==> src/rtl/swtm_pkg.sv <==
package swtm_pkg;

    // Controller states of the weighted transition meter
    typedef enum logic [1:0] {
        ST_IDLE   = 2'd0,
        ST_LOAD   = 2'd1,
        ST_FINISH = 2'd2
    } meter_state_t;

endpackage

==> src/rtl/swtm_ctrl.sv <==
module swtm_ctrl
    import swtm_pkg::*;
(
    input  logic clk,
    input  logic rst_n,
    input  logic start_i,
    input  logic shift_en_i,
    input  logic last_i,
    output logic clear_o,
    output logic accept_o,
    output logic done_o
);

    meter_state_t state_q;
    meter_state_t state_d;

    // State register
    always_ff @(posedge clk) begin
        if (!rst_n) begin
            state_q <= ST_IDLE;
        end else begin
            state_q <= state_d;
        end
    end

    // Next-state logic
    always_comb begin
        state_d = state_q;
        unique case (state_q)
            ST_IDLE: begin
                if (start_i) state_d = ST_LOAD;
            end
            ST_LOAD: begin
                if (start_i)                      state_d = ST_LOAD;
                else if (shift_en_i && last_i)    state_d = ST_FINISH;
            end
            ST_FINISH: begin
                if (start_i) state_d = ST_LOAD;
                else         state_d = ST_IDLE;
            end
            default: state_d = ST_IDLE;
        endcase
    end

    // Output decode
    always_comb begin
        clear_o  = start_i;
        accept_o = 1'b0;
        done_o   = 1'b0;
        unique case (state_q)
            ST_IDLE:   accept_o = 1'b0;
            ST_LOAD:   accept_o = shift_en_i && !start_i;
            ST_FINISH: done_o   = 1'b1;
            default:   accept_o = 1'b0;
        endcase
    end


    done_single_chk: assert property (@(posedge clk) disable iff (!rst_n)
        done_o |=> !done_o);


    no_accept_outside_load_chk: assert property (@(posedge clk) disable iff (!rst_n)
        (state_q != ST_LOAD) |-> !accept_o);

endmodule

==> src/rtl/swtm_pos_track.sv <==
module swtm_pos_track #(
    parameter int LEN   = 16,
    parameter int CNT_W = $clog2(LEN + 1)
) (
    input  logic             clk,
    input  logic             rst_n,
    input  logic             clear_i,
    input  logic             accept_i,
    input  logic             bit_i,
    output logic [CNT_W-1:0] pos_o,
    output logic             prev_o,
    output logic             prev_valid_o,
    output logic             last_o
);

    localparam logic [CNT_W-1:0] LAST_POS = CNT_W'(LEN - 1);

    logic [CNT_W-1:0] pos_q;
    logic             prev_q;
    logic             prev_valid_q;

    // Position counter and previous-bit register
    always_ff @(posedge clk) begin
        if (!rst_n || clear_i) begin
            pos_q        <= '0;
            prev_q       <= 1'b0;
            prev_valid_q <= 1'b0;
        end else if (accept_i) begin
            pos_q        <= (pos_q == LAST_POS) ? '0 : pos_q + CNT_W'(1);
            prev_q       <= bit_i;
            prev_valid_q <= (pos_q != LAST_POS);
        end
    end

    assign pos_o        = pos_q;
    assign prev_o       = prev_q;
    assign prev_valid_o = prev_valid_q;
    assign last_o       = (pos_q == LAST_POS);


    pos_range_chk: assert property (@(posedge clk) disable iff (!rst_n)
        pos_q <= LAST_POS);


    prev_valid_chk: assert property (@(posedge clk) disable iff (!rst_n)
        prev_valid_q == (pos_q != '0));


    pos_hold_chk: assert property (@(posedge clk) disable iff (!rst_n)
        (!accept_i && !clear_i) |=> $stable(pos_q));

endmodule

==> src/rtl/swtm_accum.sv <==
module swtm_accum #(
    parameter int LEN   = 16,
    parameter int CNT_W = $clog2(LEN + 1),
    parameter int SUM_W = $clog2(LEN * (LEN - 1) / 2 + 1)
) (
    input  logic             clk,
    input  logic             rst_n,
    input  logic             clear_i,
    input  logic             accept_i,
    input  logic             bit_i,
    input  logic             prev_i,
    input  logic             prev_valid_i,
    input  logic [CNT_W-1:0] pos_i,
    input  logic             last_i,
    input  logic [SUM_W-1:0] thresh_i,
    output logic [SUM_W-1:0] run_sum_o,
    output logic [SUM_W-1:0] final_sum_o,
    output logic             risky_o
);

    localparam logic [SUM_W-1:0] MAX_SUM = SUM_W'(LEN * (LEN - 1) / 2);

    logic [SUM_W-1:0] acc_q;
    logic [SUM_W-1:0] final_q;
    logic             risky_q;
    logic [CNT_W-1:0] weight;
    logic             toggle;
    logic [SUM_W-1:0] inc;
    logic [SUM_W-1:0] acc_next;

    // Weight: cells still to be crossed by a transition found at this position
    always_comb begin
        weight   = CNT_W'(LEN) - pos_i;
        toggle   = accept_i && prev_valid_i && (bit_i != prev_i);
        inc      = toggle ? SUM_W'(weight) : '0;
        acc_next = acc_q + inc;
    end

    // Running accumulator
    always_ff @(posedge clk) begin
        if (!rst_n || clear_i) begin
            acc_q <= '0;
        end else if (accept_i) begin
            acc_q <= acc_next;
        end
    end

    // Completed-vector result and verdict
    always_ff @(posedge clk) begin
        if (!rst_n) begin
            final_q <= '0;
            risky_q <= 1'b0;
        end else if (accept_i && last_i) begin
            final_q <= acc_next;
            risky_q <= (acc_next > thresh_i);
        end
    end

    assign run_sum_o   = acc_q;
    assign final_sum_o = final_q;
    assign risky_o     = risky_q;


    run_sum_mono_chk: assert property (@(posedge clk) disable iff (!rst_n)
        !clear_i |=> (acc_q >= $past(acc_q)));


    no_overflow_chk: assert property (@(posedge clk) disable iff (!rst_n)
        acc_q <= MAX_SUM);


    clear_zero_chk: assert property (@(posedge clk) disable iff (!rst_n)
        clear_i |=> (acc_q == '0));

endmodule

==> src/rtl/scan_wt_meter.sv <==
module scan_wt_meter #(
    parameter int  CHAIN_LEN = 16,
    localparam int CNT_W     = $clog2(CHAIN_LEN + 1),
    localparam int SUM_W     = $clog2(CHAIN_LEN * (CHAIN_LEN - 1) / 2 + 1)
) (
    input  logic             clk,
    input  logic             rst_n,
    input  logic             start_i,
    input  logic             shift_en_i,
    input  logic             scan_bit_i,
    input  logic [SUM_W-1:0] thresh_i,
    output logic [SUM_W-1:0] run_sum_o,
    output logic [SUM_W-1:0] final_sum_o,
    output logic             done_o,
    output logic             risky_o
);

    logic             clear;
    logic             accept;
    logic             last;
    logic [CNT_W-1:0] pos;
    logic             prev;
    logic             prev_valid;

    swtm_ctrl u_ctrl (
        .clk        (clk),
        .rst_n      (rst_n),
        .start_i    (start_i),
        .shift_en_i (shift_en_i),
        .last_i     (last),
        .clear_o    (clear),
        .accept_o   (accept),
        .done_o     (done_o)
    );

    swtm_pos_track #(
        .LEN   (CHAIN_LEN),
        .CNT_W (CNT_W)
    ) u_pos (
        .clk          (clk),
        .rst_n        (rst_n),
        .clear_i      (clear),
        .accept_i     (accept),
        .bit_i        (scan_bit_i),
        .pos_o        (pos),
        .prev_o       (prev),
        .prev_valid_o (prev_valid),
        .last_o       (last)
    );

    swtm_accum #(
        .LEN   (CHAIN_LEN),
        .CNT_W (CNT_W),
        .SUM_W (SUM_W)
    ) u_acc (
        .clk          (clk),
        .rst_n        (rst_n),
        .clear_i      (clear),
        .accept_i     (accept),
        .bit_i        (scan_bit_i),
        .prev_i       (prev),
        .prev_valid_i (prev_valid),
        .pos_i        (pos),
        .last_i       (last),
        .thresh_i     (thresh_i),
        .run_sum_o    (run_sum_o),
        .final_sum_o  (final_sum_o),
        .risky_o      (risky_o)
    );


    final_match_chk: assert property (@(posedge clk) disable iff (!rst_n)
        done_o |-> (final_sum_o == run_sum_o));


    risky_on_done_chk: assert property (@(posedge clk) disable iff (!rst_n)
        !$stable(risky_o) |-> done_o);


    final_hold_chk: assert property (@(posedge clk) disable iff (!rst_n)
        !$stable(final_sum_o) |-> done_o);

endmodule

==> config.mk <==
export PLATFORM = sky130hd
export DESIGN_NAME = scan_wt_meter
export DESIGN_NICKNAME = d
export VERILOG_FILES = /design/src/rtl/swtm_pkg.sv /design/src/rtl/swtm_ctrl.sv /design/src/rtl/swtm_pos_track.sv /design/src/rtl/swtm_accum.sv /design/src/rtl/scan_wt_meter.sv
export SDC_FILE = /design/constraint.sdc
export NUM_CORES = 1
export LEC_CHECK = 0
export BUFFER_PORTS_ARGS = -buffer_cell sky130_fd_sc_hd__buf_2
export CAP_MARGIN = 20
export CORE_UTILIZATION = 52
export CTS_CLUSTER_DIAMETER = 120
export DETAILED_ROUTE_END_ITERATION = 8
export GPL_TIMING_DRIVEN = 0
export PLACE_DENSITY = 0.86
export SLEW_MARGIN = 15
export SYNTH_ARGS = -nofsm -noshare
export SYNTH_HDL_FRONTEND = slang
export SYNTH_HIERARCHICAL = 1
export SYNTH_SLANG_ARGS = --single-unit
export TNS_END_PERCENT = 1
==> constraint.sdc <==
create_clock -name clk -period 5.55 [get_ports clk]
set_input_delay 0.8325 -clock clk [delete_from_list [all_inputs] [get_ports clk]]
set_output_delay 0.8325 -clock clk [all_outputs]
set_load 0.01 [all_outputs]
==> metrics <==
worst min path class reg2reg; outcome complete, but fails checks; CP Launch Type input pin; CP Max Fanout 10; Initial Util 55.5%; metal3 WL about 120 µm; n_diodes 0; DP Wirelength 2.49 mm; LEAKAGE 0.874 nW; vias in the first global route ~1.2k; crit end category flop; Yosys cell types 52; Synth Area per Inst 8.65 µm²; fmax 0.253 GHz; core area 2810 µm²; Bufs on Longest Clock Path 2; Post-route DRC 4; DRT Pass-1 Iters 6; Rows 19; IO Port Bufs 27; Post-synth EDFFs 0; CP startpoint start_i; largest net degree at the start of global routing 13; Layout Skew 5.13 ps; postcts setup bufs 0; Root Driver clkbuf_4; most frequent cell after synthesis dfxtp_1; Worst Setup EP u_acc/risky_o$_SDFFE_PN0P_; GR Overflow Total 0; die area 3220 µm²; Antenna Violating Nets Remaining 0; wirelength, routed 3.15 mm; Max Cap Viol 0; syn nets 207; Rel. slew slack 72.1%; failing checks design-rule violations; first-pass GRT wire length 5.26 mm; top sig layer met4; initial antenna violation count 0; Ys Warns 6; RR Startpoint u_ctrl/state_q[1]$_SDFFE_PN0P_; nets roughly 240; gp weighted congestion 0.810; die span in y 56.7 µm; wire length per cell 13.1 µm; CTS H-Tree Depth 1; cts hold-fix bufs 0; TritonCTS buffer count 3; top cell type's share of synthesized area approximately 30%; slowest CP cell a2111oi_4; post-synthesis sequential area ratio a little under a third; setup slack, reg-to-reg 1900 ps; PnR Total Power 0.000272 W; Area contributors post-synth dfxtp_1, ha_1, nor2_1; Die Wd 56.7 µm; RSZ-0062 raised after global routing false; Fin. Hold Viols 0; Yosys reg bits 24; main flop type after synthesis dfxtp_1; mapped cell area 1560 µm²; Final Max Tran Viols 0; met2 WL 1.52 mm; top post-synthesis cells by count dfxtp_1, nor2_1, ha_1, inv_1, nand2_1; CTS tree yes; Worst R2R Path Depth 14; via count between 1k and 1.5k; Clock transition at path regs 120 ps; setup TNS 0 ps; # setup viols final 0; fin crit period 3960 ps; M1 WL 1.45 mm; Cells after Synth between 150 and 200; post-CTS sizing 0; vias per cell 5.68; Critical Path, Cell by Cell buf_2 > and4bb_1 > buf_2 > nand3_1 > nor2_1 > ha_1 > buf_6 > and3_4 > a2111oi_4 > xnor2_1 > ha_1 > a21o_1 > a221o_1 > a31oi_1 > o31ai_1; CP required 5770 ps; pwr/cell area ~150 nW/µm²; GRT Util Overall around a fifth; Clk Latency, worst-skew pair 310 ps; Slew @ Worst Pin between 400 and 500 ps; Arrival @ worst endpoint 4170 ps; reg2reg end u_acc/risky_o$_SDFFE_PN0P_; area growth from synthesis to layout 12.6%; CP Class in2reg; Synth async-reset ratio 0%; Core Util, Final a little over three fifths; fraction of layout cells with a size suffix above 1 20.0%; First DRT Iteration DRCs 50; Peak supply drop 0.000128 V; largest area contributor in the netlist dfxtp_1; Ports 28; CP peak stage delay roughly 430 ps; CTS Sinks 24; final period utilization 71.3%
worst max-delay path: cells and delay by family:
family / cells / cell delay, ps
compound gates: 5 / 1230
buf+inv: 3 / 510
xor+xnor: 1 / 180
simple gates: 4 / 880
fa+ha+maj: 2 / 540
cell usage in the layout (no fill, tap or decap), types with 2 or more instances in the layout:
| master | n |
|---|---|
| buf_2 | 28 |
| dfxtp_1 | 24 |
| nor2_1 | 17 |
| inv_1 | 14 |
| nand2_1 | 14 |
| ha_1 | 14 |
| nand3_1 | 9 |
| a21oi_1 | 7 |
| xor2_1 | 5 |
| nand2b_1 | 5 |
| a21o_1 | 4 |
| xnor2_1 | 4 |
| clkbuf_4 | 3 |
| and3_1 | 3 |
| nor2b_1 | 3 |
| nor3_1 | 3 |
| a211oi_1 | 3 |
| mux2i_1 | 3 |
| o31ai_1 | 3 |
| buf_6 | 2 |
| and3_2 | 2 |
| a221o_1 | 2 |
| clkbuf_1 | 2 |
| nand3b_1 | 2 |
| o21ai_0 | 2 |
| nand4b_1 | 2 |
| nand4_1 | 2 |
| o211a_1 | 2 |
| a21boi_1 | 2 |
where the power goes:
part / switching (W) / internal (W) / total, W
Clock: 0.0000494 / 0.0000254 / 0.0000748
Sequential: 0.000000837 / 0.000173 / 0.000174
Combinational: 0.0000128 / 0.00000993 / 0.0000227
Total: 0.0000630 / 0.000209 / 0.000272
layer usage:
| metal | track usage [%] | vias up |
|---|---|---|
| li1 | - | 698 |
| met1 | 25.0 | 633 |
| met2 | 35.9 | 33 |
| met3 | 4.61 | 6 |
| met4 | 8.21 | 0 |
| met5 | 0 | - |
layout make-up:
type	instances	area, µm²
Fill cell	242	1050
Multi-Input combinational cell	135	977
Sequential cell	24	480
Timing Repair Buffer	27	135
Inverter	15	56.3
Buffer	6	42.5
Tap cell	31	38.8
Clock buffer	3	22.5
through the flow:
| stage | setup WS [ps] | hold slack, ps | instances | area, µm² |
|---|---|---|---|---|
| CTS | 1610 | 461 | 241 | 1750 |
| floorplan | 1750 | 472 | 180 | 1560 |
| detailed placement | 1270 | 443 | 238 | 1730 |
| global route | 1420 | 501 | 241 | 1750 |
| finish | 1590 | 458 | 241 | 1750 |
| global placement | 1310 | 440 | 238 | 1730 |
state kept, by name, indices dropped and copies added, names as in the netlist:
register,flops
u_acc/final_sum_o,7
u_acc/run_sum_o,7
u_pos/pos_o,5
u_ctrl/state_q,2
u_acc/risky_o,1
u_pos/prev_o,1
u_pos/prev_valid_o,1
kinds of logic after synthesis:
kind of cell / share of synthesized area, %
AND/OR/NAND/NOR: 25.0
AO/OA/AOI/OAI: 18.2
flip-flops: 30.9
buffers and inverters: 6.35
adder cells (fa/ha/maj): 12.5
XOR/XNOR: 5.06
multiplexers: 1.93
worst min-delay path by stage:
stage                                           start  slack, ps                                end  cells after the start
floorplan             u_pos/prev_valid_o$_SDFFE_PP0P_        470    u_pos/prev_valid_o$_SDFFE_PP0P_                      2
global placement    u_acc/final_sum_o[0]$_SDFFE_PN0P_        440  u_acc/final_sum_o[0]$_SDFFE_PN0P_                      2
detailed placement  u_acc/final_sum_o[1]$_SDFFE_PN0P_        440  u_acc/final_sum_o[1]$_SDFFE_PN0P_                      2
CTS                 u_acc/final_sum_o[1]$_SDFFE_PN0P_        460  u_acc/final_sum_o[1]$_SDFFE_PN0P_                      2
global route        u_acc/final_sum_o[0]$_SDFFE_PN0P_        500  u_acc/final_sum_o[0]$_SDFFE_PN0P_                      2
finish              u_acc/final_sum_o[1]$_SDFFE_PN0P_        460  u_acc/final_sum_o[1]$_SDFFE_PN0P_                      2
(Power assumes the default switching activity.)
